File: src/rtl/hilo_mdu_pkg.sv
package hilo_mdu_pkg;

   // primary class codes (cls_i = 0)
   localparam logic [5:0] FN_RD_HI  = 6'h10;
   localparam logic [5:0] FN_WR_HI  = 6'h11;
   localparam logic [5:0] FN_RD_LO  = 6'h12;
   localparam logic [5:0] FN_WR_LO  = 6'h13;
   localparam logic [5:0] FN_MUL_S  = 6'h18;
   localparam logic [5:0] FN_MUL_U  = 6'h19;
   localparam logic [5:0] FN_DIV_S  = 6'h1A;
   localparam logic [5:0] FN_DIV_U  = 6'h1B;
   // secondary class codes (cls_i = 1)
   localparam logic [5:0] FN_MAC_S  = 6'h00;
   localparam logic [5:0] FN_MAC_U  = 6'h01;
   localparam logic [5:0] FN_MUL32  = 6'h02;
   localparam logic [5:0] FN_MSB_S  = 6'h04;
   localparam logic [5:0] FN_MSB_U  = 6'h05;

   typedef enum logic [3:0] {
      OP_NONE,
      OP_MUL,
      OP_DIV,
      OP_ACC_ADD,
      OP_ACC_SUB,
      OP_MUL32,
      OP_RD_HI,
      OP_RD_LO,
      OP_WR_HI,
      OP_WR_LO
   } op_e;

   typedef struct packed {
      op_e  op;
      logic sgn;
   } dec_t;

endpackage

File: src/rtl/hilo_mdu_decode.sv
module hilo_mdu_decode
   import hilo_mdu_pkg::*;
(
   input  logic       cls_i,
   input  logic [5:0] fn_i,
   output dec_t       dec_o
);

   always_comb begin
      dec_o.op  = OP_NONE;
      dec_o.sgn = 1'b0;
      if (!cls_i) begin
         unique case (fn_i)
            FN_RD_HI: dec_o.op = OP_RD_HI;
            FN_WR_HI: dec_o.op = OP_WR_HI;
            FN_RD_LO: dec_o.op = OP_RD_LO;
            FN_WR_LO: dec_o.op = OP_WR_LO;
            FN_MUL_S: begin dec_o.op = OP_MUL; dec_o.sgn = 1'b1; end
            FN_MUL_U: dec_o.op = OP_MUL;
            FN_DIV_S: begin dec_o.op = OP_DIV; dec_o.sgn = 1'b1; end
            FN_DIV_U: dec_o.op = OP_DIV;
            default:  dec_o.op = OP_NONE;
         endcase
      end else begin
         unique case (fn_i)
            FN_MAC_S: begin dec_o.op = OP_ACC_ADD; dec_o.sgn = 1'b1; end
            FN_MAC_U: dec_o.op = OP_ACC_ADD;
            FN_MUL32: begin dec_o.op = OP_MUL32; dec_o.sgn = 1'b1; end
            FN_MSB_S: begin dec_o.op = OP_ACC_SUB; dec_o.sgn = 1'b1; end
            FN_MSB_U: dec_o.op = OP_ACC_SUB;
            default:  dec_o.op = OP_NONE;
         endcase
      end
   end

endmodule

File: src/rtl/hilo_mdu_mult.sv
module hilo_mdu_mult #(
   parameter int W = 32
) (
   input  logic [W-1:0]   a_i,
   input  logic [W-1:0]   b_i,
   input  logic           sgn_i,
   output logic [2*W-1:0] prod_o
);

   localparam int PW = 2 * W;

   logic [PW-1:0] ext_a;
   logic [PW-1:0] ext_b;

   // sign- or zero-extend to full width; a 2W-bit product of the
   // extended operands is exact modulo 2^(2W) in both modes
   assign ext_a  = {{W{sgn_i & a_i[W-1]}}, a_i};
   assign ext_b  = {{W{sgn_i & b_i[W-1]}}, b_i};
   assign prod_o = ext_a * ext_b;

endmodule

File: src/rtl/hilo_mdu_div.sv
module hilo_mdu_div #(
   parameter int W = 32
) (
   input  logic         clk,
   input  logic         rst_n,
   input  logic         load_i,
   input  logic         sgn_i,
   input  logic [W-1:0] a_i,
   input  logic [W-1:0] b_i,
   output logic         busy_o,
   output logic         done_o,
   output logic [W-1:0] quo_o,
   output logic [W-1:0] rem_o
);

   localparam int CW = (W > 2) ? $clog2(W) : 1;
   localparam logic [CW-1:0] CNT_LAST = CW'(W - 1);

   logic [W-1:0]  rem_q, quo_q, dvs_q;
   logic [CW-1:0] cnt_q;
   logic          busy_q, negq_q, negr_q, dz_q;

   logic [W-1:0]  mag_a, mag_b;
   logic [W:0]    trial, diff;
   logic          fits;
   logic [W-1:0]  rem_n, quo_n;

   assign mag_a = (sgn_i & a_i[W-1]) ? (~a_i + 1'b1) : a_i;
   assign mag_b = (sgn_i & b_i[W-1]) ? (~b_i + 1'b1) : b_i;

   // one restoring step: shift in next dividend bit, try subtract
   assign trial = {rem_q, quo_q[W-1]};
   assign diff  = trial - {1'b0, dvs_q};
   assign fits  = ~diff[W];
   assign rem_n = fits ? diff[W-1:0] : trial[W-1:0];
   assign quo_n = {quo_q[W-2:0], fits};

   always_ff @(posedge clk) begin
      if (!rst_n) begin
         rem_q  <= '0;
         quo_q  <= '0;
         dvs_q  <= '0;
         cnt_q  <= '0;
         busy_q <= 1'b0;
         negq_q <= 1'b0;
         negr_q <= 1'b0;
         dz_q   <= 1'b0;
      end else if (load_i && !busy_q) begin
         rem_q  <= '0;
         quo_q  <= mag_a;
         dvs_q  <= mag_b;
         cnt_q  <= CNT_LAST;
         busy_q <= 1'b1;
         negq_q <= sgn_i & (a_i[W-1] ^ b_i[W-1]);
         negr_q <= sgn_i & a_i[W-1];
         dz_q   <= (b_i == '0);
      end else if (busy_q) begin
         rem_q  <= rem_n;
         quo_q  <= quo_n;
         cnt_q  <= cnt_q - 1'b1;
         if (cnt_q == '0) busy_q <= 1'b0;
      end
   end

   assign busy_o = busy_q;
   assign done_o = busy_q && (cnt_q == '0);
   // zero divisor: quotient stays all ones, no sign fix-up
   assign quo_o  = (negq_q && !dz_q) ? (~quo_n + 1'b1) : quo_n;
   assign rem_o  = negr_q ? (~rem_n + 1'b1) : rem_n;

endmodule

File: src/rtl/hilo_mdu.sv
module hilo_mdu
   import hilo_mdu_pkg::*;
#(
   parameter int W = 32
) (
   input  logic         clk,
   input  logic         rst_n,
   input  logic         start_i,
   input  logic         cls_i,
   input  logic [5:0]   fn_i,
   input  logic [W-1:0] a_i,
   input  logic [W-1:0] b_i,
   output logic         busy_o,
   output logic [W-1:0] rdata_o,
   output logic         rvalid_o
);

   localparam int PW = 2 * W;

   generate
      if (W < 2) begin : g_bad_width
         $error("hilo_mdu: W must be at least 2");
      end
   endgenerate

   dec_t          dec;
   logic [PW-1:0] prod;
   logic [PW-1:0] acc;
   logic [W-1:0]  hi_q, lo_q;
   logic [W-1:0]  dv_quo, dv_rem;
   logic          dv_busy, dv_done;
   logic          pend_q, pend_hi_q;
   logic          is_rd, take, rd_hi_now;

   hilo_mdu_decode u_dec (
      .cls_i (cls_i),
      .fn_i  (fn_i),
      .dec_o (dec)
   );

   hilo_mdu_mult #(.W(W)) u_mul (
      .a_i    (a_i),
      .b_i    (b_i),
      .sgn_i  (dec.sgn),
      .prod_o (prod)
   );

   hilo_mdu_div #(.W(W)) u_div (
      .clk    (clk),
      .rst_n  (rst_n),
      .load_i (start_i && dec.op == OP_DIV),
      .sgn_i  (dec.sgn),
      .a_i    (a_i),
      .b_i    (b_i),
      .busy_o (dv_busy),
      .done_o (dv_done),
      .quo_o  (dv_quo),
      .rem_o  (dv_rem)
   );

   assign acc       = {hi_q, lo_q};
   assign is_rd     = (dec.op == OP_RD_HI) || (dec.op == OP_RD_LO);
   assign take      = start_i && !dv_busy;
   assign rd_hi_now = (dec.op == OP_RD_HI);

   always_ff @(posedge clk) begin
      if (!rst_n) begin
         hi_q      <= '0;
         lo_q      <= '0;
         rdata_o   <= '0;
         rvalid_o  <= 1'b0;
         pend_q    <= 1'b0;
         pend_hi_q <= 1'b0;
      end else begin
         rvalid_o <= 1'b0;
         if (dv_done) begin
            hi_q <= dv_rem;
            lo_q <= dv_quo;
            if (pend_q) begin
               rdata_o  <= pend_hi_q ? dv_rem : dv_quo;
               rvalid_o <= 1'b1;
               pend_q   <= 1'b0;
            end else if (start_i && is_rd) begin
               rdata_o  <= rd_hi_now ? dv_rem : dv_quo;
               rvalid_o <= 1'b1;
            end
         end else if (dv_busy) begin
            if (start_i && is_rd && !pend_q) begin
               pend_q    <= 1'b1;
               pend_hi_q <= rd_hi_now;
            end
         end else if (take) begin
            unique case (dec.op)
               OP_MUL:     {hi_q, lo_q} <= prod;
               OP_ACC_ADD: {hi_q, lo_q} <= acc + prod;
               OP_ACC_SUB: {hi_q, lo_q} <= acc - prod;
               OP_WR_HI:   hi_q <= a_i;
               OP_WR_LO:   lo_q <= a_i;
               OP_RD_HI: begin
                  rdata_o  <= hi_q;
                  rvalid_o <= 1'b1;
               end
               OP_RD_LO: begin
                  rdata_o  <= lo_q;
                  rvalid_o <= 1'b1;
               end
               OP_MUL32: begin
                  rdata_o  <= prod[W-1:0];
                  rvalid_o <= 1'b1;
               end
               default: ;
            endcase
         end
      end
   end

   assign busy_o = dv_busy;

endmodule

File: config.mk
export PLATFORM = sky130hd
export DESIGN_NAME = hilo_mdu
export DESIGN_NICKNAME = d
export VERILOG_FILES = /design/src/rtl/hilo_mdu_pkg.sv /design/src/rtl/hilo_mdu_decode.sv /design/src/rtl/hilo_mdu_mult.sv /design/src/rtl/hilo_mdu_div.sv /design/src/rtl/hilo_mdu.sv
export SDC_FILE = /design/constraint.sdc
export NUM_CORES = 2
export LEC_CHECK = 0
export BUFFER_PORTS_ARGS = -buffer_cell sky130_fd_sc_hd__buf_2
export CAP_MARGIN = 10
export CORE_UTILIZATION = 30
export CTS_CLUSTER_DIAMETER = 50
export DETAILED_ROUTE_END_ITERATION = 10
export PLACE_DENSITY_LB_ADDON = 0.15
export SETUP_SLACK_MARGIN = 0.4
export SYNTH_ARGS = -nofsm -noshare
export SYNTH_HDL_FRONTEND = slang
export SYNTH_SLANG_ARGS = --single-unit
File: constraint.sdc
create_clock -name clk -period 19.7 [get_ports clk]
set_input_delay 3.94 -clock clk [delete_from_list [all_inputs] [get_ports clk]]
set_output_delay 3.94 -clock clk [all_outputs]
set_load 0.05 [all_outputs]
## Word-level counts from Yosys, hierarchy flattened

Cells that the tools add are included.

- Register bits after elaboration: 204
- Word-level logic and storage cells: 129

- Add/sub/neg operators: 8
- Multiply operators: 1
- Equality and inequality tests: 23
- Mux-type cells: 39
- Bitwise gates (word level): 11
- Reductions and logical operators: 33

Operator list:

| cell | count |
|---|---|
| 32-bit two-way mux | 20 |
| 32-bit one-hot mux with 4 select lines | 2 |
| 32-bit by 1-bit adder with 32-bit output (second input constant) | 4 |
| 32-bit inverter | 4 |
| 32-bit one-hot mux with 3 select lines | 1 |
| 64-bit adder | 1 |
| 33-bit by 33-bit multiplier with 64-bit output | 1 |
| 64-bit subtractor | 1 |
| 6-bit by 5-bit == test with 1-bit output (second input constant) | 8 |
| 33-bit by 32-bit subtractor with 33-bit output | 1 |
| 32-bit logical NOT | 1 |
| 4-bit one-hot mux with 6 select lines | 1 |
| 4-bit by 3-bit == test with 1-bit output (second input constant) | 4 |
| 5-bit two-way mux | 3 |
| 2-bit OR reduction | 7 |
| 6-bit by 3-bit == test with 1-bit output (second input constant) | 2 |
| 1-bit two-way mux | 11 |
| 5-bit nonzero test | 2 |
| 3-bit one-hot mux with 3 select lines | 1 |
| 3-bit AND reduction | 3 |
| 4-bit by 2-bit == test with 1-bit output (second input constant) | 2 |
| 4-bit == test (second input constant) | 2 |
| 1-bit logical AND | 7 |
| 6-bit by 1-bit == test with 1-bit output (second input constant) | 1 |
| other kinds (17) | 25 |

## Depth between registers and ports, before layout

- Word-level depth: 11
- Depth in mapped cells: 49

## Hierarchy

A second synthesis with hierarchy kept.

- Cell total of the unflattened synthesis: 7596
- Area, all modules: 62144.6 um^2

By module, submodules not included:

| module | instances | cells each | area each (um^2) | seq. area each (um^2) |
|---|---|---|---|---|
| hilo_mdu_mult | 1 | 4115 | 37599.8 | 0.0 |
| hilo_mdu | 1 | 2118 | 14624.0 | 1981.9 |
| hilo_mdu_div | 1 | 1342 | 9773.1 | 2102.0 |
| hilo_mdu_decode | 1 | 21 | 147.6 | 0.0 |

## Least setup slack after synthesis

Ideal clock, no wire load.

- Path kind: input to register
- From: input port fn_i[3]
- To: register hi_q[31]
- Library setup time: 0.137 ns
- Arrival: 14.400 ns
- Data required time: 19.563 ns
- Slack: 5.163 ns
- Stages on the path: 44
- Path buffers: 4
- Cells stage by stage: nor2_1 > nand2_1 > a21oi_1 > a21oi_1 > nor2_1 > and2_1 > clkbuf_1 > clkbuf_1 > buf_1 > nand2_1 > inv_1 > fa_1 > inv_1 > fa_1 > inv_1 > fa_1 > fa_1 > inv_1 > (+8 left out) > a311oi_1 > o21ai_1 > a21o_1 > a21oi_1 > xnor2_1 > ha_1 > clkbuf_1 > nor2_1 > a211oi_1 > a21bo_2 > o21bai_1 > a211oi_1 > o41ai_1 > a21o_1 > a2111oi_0 > xor2_1 > a221oi_1 > a211oi_1

- Cells in the longest elaborated chain, start to end: 11
- Elaborated cells on any way between the ends: 39
- Those cells by class: 2 x add/sub; 1 x mul; 16 x eq/ne; 9 x mux; 2 x bitwise; 9 x reduce/logical

Ends and longest elaborated chain:

| what | line | RTL |
|---|---|---|
| start, declared | hilo_mdu.sv:10 | `input logic [5:0] fn_i,` |
| 6-bit by 2-bit == test with 1-bit output (tied with other cells) | hilo_mdu_decode.sv:25 | `unique case (fn_i)` |
| 3-bit OR reduction (no source line) / 2-bit OR reduction (equally long branches) | - |  |
| 1-bit two-way mux, on equally long branches | hilo_mdu_decode.sv:25, hilo_mdu_decode.sv:13 |  |
| 5-bit two-way mux * | hilo_mdu_decode.sv:12 | `if (!cls_i) begin` |
| 1-bit AND, on equally long branches | hilo_mdu_mult.sv:17, hilo_mdu_mult.sv:18 |  |
| 33-bit by 33-bit multiplier with 64-bit output | hilo_mdu_mult.sv:19 | `assign prod_o = ext_a * ext_b;` |
| 64-bit subtractor / 64-bit adder (equally long branches) | hilo_mdu.sv:96, hilo_mdu.sv:95 |  |
| 32-bit one-hot mux with 4 select lines | hilo_mdu.sv:93 | `unique case (dec.op)` |
| 32-bit two-way mux | hilo_mdu.sv:92 | `end else if (take) begin` |
| 32-bit two-way mux | hilo_mdu.sv:87 | `end else if (dv_busy) begin` |
| 32-bit two-way mux | hilo_mdu.sv:76 | `if (dv_done) begin` |
| end signal, assigned | hilo_mdu.sv:77 | `hi_q <= dv_rem;` |
| end signal, assigned | hilo_mdu.sv:94 | `OP_MUL: {hi_q, lo_q} <= prod;` |
| end signal, assigned | hilo_mdu.sv:95 | `OP_ACC_ADD: {hi_q, lo_q} <= acc + prod;` |
| end, declared | hilo_mdu.sv:29 | `logic [W-1:0] hi_q, lo_q;` |

Every way passes the cells marked *; elsewhere a longest branch is shown, timed or not. The select of a mux whose other input is x is not followed.
A chain may end at the register's enable or synchronous reset.

## Worst setup path in the final report

- From: input port fn_i[3]
- To: register hi_q[24]

Same word-level chain as after synthesis.

==> impl_metrics.env <==
export IMPL_synth_edf_count=0
export IMPL_skew_ns=0.0210
export IMPL_yosys_warnings=0
export IMPL_synth_top_cell_area_share_pct=37.2
export IMPL_ys_top_cells_by_area="fa_1, ha_1, inv_1"
export IMPL_wirelength_um=264000
export IMPL_slowest_delay_ns=0.65
export IMPL_fin_tns_setup_ns=0
export IMPL_grt_pass1_wl_um=390000
export IMPL_crit_fanout=26
export IMPL_hold_buffers=0
export IMPL_cp_start_kind="primary input"
export IMPL_status="finished clean"
export IMPL_drive_above_1_share_pct=5.47
export IMPL_netlist_instances=7453
export IMPL_htree_levels=2
export IMPL_port_buffers=107
export IMPL_cp_arrival_ns=17.27
export IMPL_rr_worst_depth=22
export IMPL_cp_end_kind="register"
export IMPL_coreArea_um2=200000
export IMPL_maxCapViolCount=0
export IMPL_required_ns=20.17
export IMPL_use_met1_pct=34.0
export IMPL_first_iter_violations=4435
export IMPL_drtPass1Iterations=6
export IMPL_fin_crit_ns=16.80
export IMPL_ys_ff_latch=204
export IMPL_hold_violations=0
export IMPL_cpMostUsedCell="fa_1"
export IMPL_cts_root_buffer_cell="clkbuf_16"
export IMPL_vias_per_cell=5.42
export IMPL_grt_use_total_pct=25.7
export IMPL_rsz0062_at_grt="false"
export IMPL_syn_area_um2=60800
export IMPL_fmax_mhz=59.5
export IMPL_vias=53900
export IMPL_die_y_um=452
export IMPL_antenna_found_initial=9
export IMPL_fill_cells=21400
export IMPL_clk_pin_slew_ns=0.05
export IMPL_slew_headroom_pct=7.12
export IMPL_synth_flop_cell="dfxtp_1"
export IMPL_place_gp_congestion=0.957
export IMPL_grt_overflow_total=0
export IMPL_syn2layout_area_growth_pct=7.45
export IMPL_cpMaxStageDelayCell="xnor2_1"
export IMPL_cts_setup_buffers=0
export IMPL_post_route_period_util_pct=85.3
export IMPL_grt_busiest_layer="met2"
export IMPL_ys_seq_area_share_pct=6.72
export IMPL_initial_core_util_pct=30.3
export IMPL_ant_nets=0
export IMPL_rows=164
export IMPL_cts_buffers=42
export IMPL_post_drt_wl_per_cell_um=26.5
export IMPL_cts_max_path_buffers=3
export IMPL_cts_sinks=204
export IMPL_min_path_type="register to register"
export IMPL_async_reset_ff_share_pct=0
export IMPL_crit_type="primary input to register"
export IMPL_tritoncts="done"
export IMPL_dieWidth_um=452
export IMPL_finalNetCount=8836
export IMPL_avgSynthCellArea_um2=8.15
export IMPL_grt_use_met3_pct=3.43
export IMPL_synth_nets=9035
export IMPL_post_cts_resize_count=0
export IMPL_clk_latency_ns=0.59
export IMPL_slew_viol_final=0
export IMPL_synth_top_area_cell="fa_1"
export IMPL_num_io_pins=108
export IMPL_finalSetupViolations=0
export IMPL_worst_slew_pin_slew_ns=1.38
export IMPL_grt_pass1_vias=56100
export IMPL_dieArea_um2=204000
export IMPL_dp_final_hpwl_um=209000
export IMPL_min_path_cells=2
export IMPL_use_met2_pct=41.6
export IMPL_post_route_drc_count=0
export IMPL_synth_distinct_cells=94
export IMPL_grt_max_degree=76
-- cell type report --
cell class / count / area, um2 / share of cell area [%]
multi-input cells: 5491 / 50100 / 76.8
inverters: 1272 / 4780 / 7.32
flip-flops and latches: 204 / 4090 / 6.26
well taps: 2656 / 3320 / 5.09
repair buffers: 243 / 1560 / 2.40
clock buffers: 55 / 1210 / 1.86
clock inverters: 23 / 180 / 0.276
diodes: 5 / 12.5 / 0.0192
-- worst paths after layout --
kind	startpoint	endpoint	slack [ns]
max	fn_i[3]	hi_q[24]	2.90
min	rdata_o[0]	rdata_o[0]	0.46
max reg2reg	u_div.quo_q[31]	rdata_o[26]	12.20
min reg2reg	rdata_o[0]	rdata_o[0]	0.46
-- per-stage QoR --
stage	setup slack [ns]	instances	hold WS, ns	util (%)	cell area (um2)
3_5_place_dp	2.41	9866	0.450	31.9	63900
6_report	2.90	9949	0.458	32.6	65300
4_1_cts	2.98	9944	0.458	32.6	65300
3_3_place_gp	2.40	9864	0.443	31.9	63900
5_1_grt	2.00	9944	0.478	32.6	65300
2_1_floorplan	5.16	7453	0.432	-	60800
-- cells in the final DEF, fill, tap and decap left out, drive strengths merged, types with 56 or more instances in the layout --
| master | n |
|---|---|
| nand2 | 1042 |
| nor3 | 80 |
| a21oi | 418 |
| and2 | 317 |
| fa | 1128 |
| inv | 1275 |
| a211oi | 116 |
| nand2b | 59 |
| ha | 380 |
| a21o | 65 |
| xnor2 | 143 |
| xor2 | 89 |
| a221oi | 61 |
| nor2 | 402 |
| o211ai | 56 |
| o31ai | 58 |
| buf | 243 |
| dfxtp | 204 |
| o21ai | 267 |
| nand3 | 66 |
-- cell families after synthesis --
logic type               after synthesis  share of synthesized area [%]
AO/OA/AOI/OAI                       1492                           16.6
XOR/XNOR                             232                           3.34
adder cells (fa/ha/maj)             1508                           45.0
buffers and inverters               1758                           10.9
flip-flops                           204                           6.72
multiplexers                          34                          0.566
AND/OR/NAND/NOR                     2225                           16.9
-- critical path: cells and delay by family --
| family | cells | cell delay [ns] |
|---|---|---|
| simple gates | 10 | 2.27 |
| buf+inv | 7 | 1.12 |
| compound gates | 14 | 4.38 |
| xor+xnor | 1 | 0.65 |
| fa+ha+maj | 10 | 4.80 |
-- synth_stat cells (13+ instances only) --
library cell  instances
a2111oi_0            25
a211o_1              17
a211oi_1            116
a21o_1               65
a21oi_1             418
a221o_1              28
a221oi_1             61
a22oi_1              20
a311oi_1             28
a31oi_1              28
and2_1              317
and3_1               45
buf_1                62
buf_2                13
clkbuf_1            410
dfxtp_1             204
fa_1               1128
ha_1                380
inv_1              1266
mux2i_1              31
nand2_1            1042
nand2b_1             59
nand3_1              66
nand4_1              25
nor2_1              401
nor2b_1              29
nor3_1               79
nor4_1               36
o2111ai_1            13
o211ai_1             54
o21a_1               40
o21ai_0             247
o21ai_1              19
o21bai_1             47
o221ai_1             36
o22ai_1              20
o31ai_1              57
o41ai_1              17
or2_2                15
or3_1                46
or4_1                18
xnor2_1             143
xor2_1               89
-- metal layers --
layer,routed length (um),part of all wire (%),vias to the layer above
li1,-,-,23600
met3,15600,5.9,427
met4,14400,5.5,0
met2,120000,46,1806
met1,114000,43,28000
met5,0,0,-
-- registers in the layout, indices dropped and copies added (netlist names), 5 cells and up --
name / count
u_div.rem_q: 32
hi_q: 32
u_div.dvs_q: 32
rdata_o: 32
u_div.quo_q: 32
lo_q: 32
u_div.cnt_q: 5
Power is left out: the tool's default activity adds up to more than one toggle a clock period on the data nets, which glitch-free logic cannot reach.
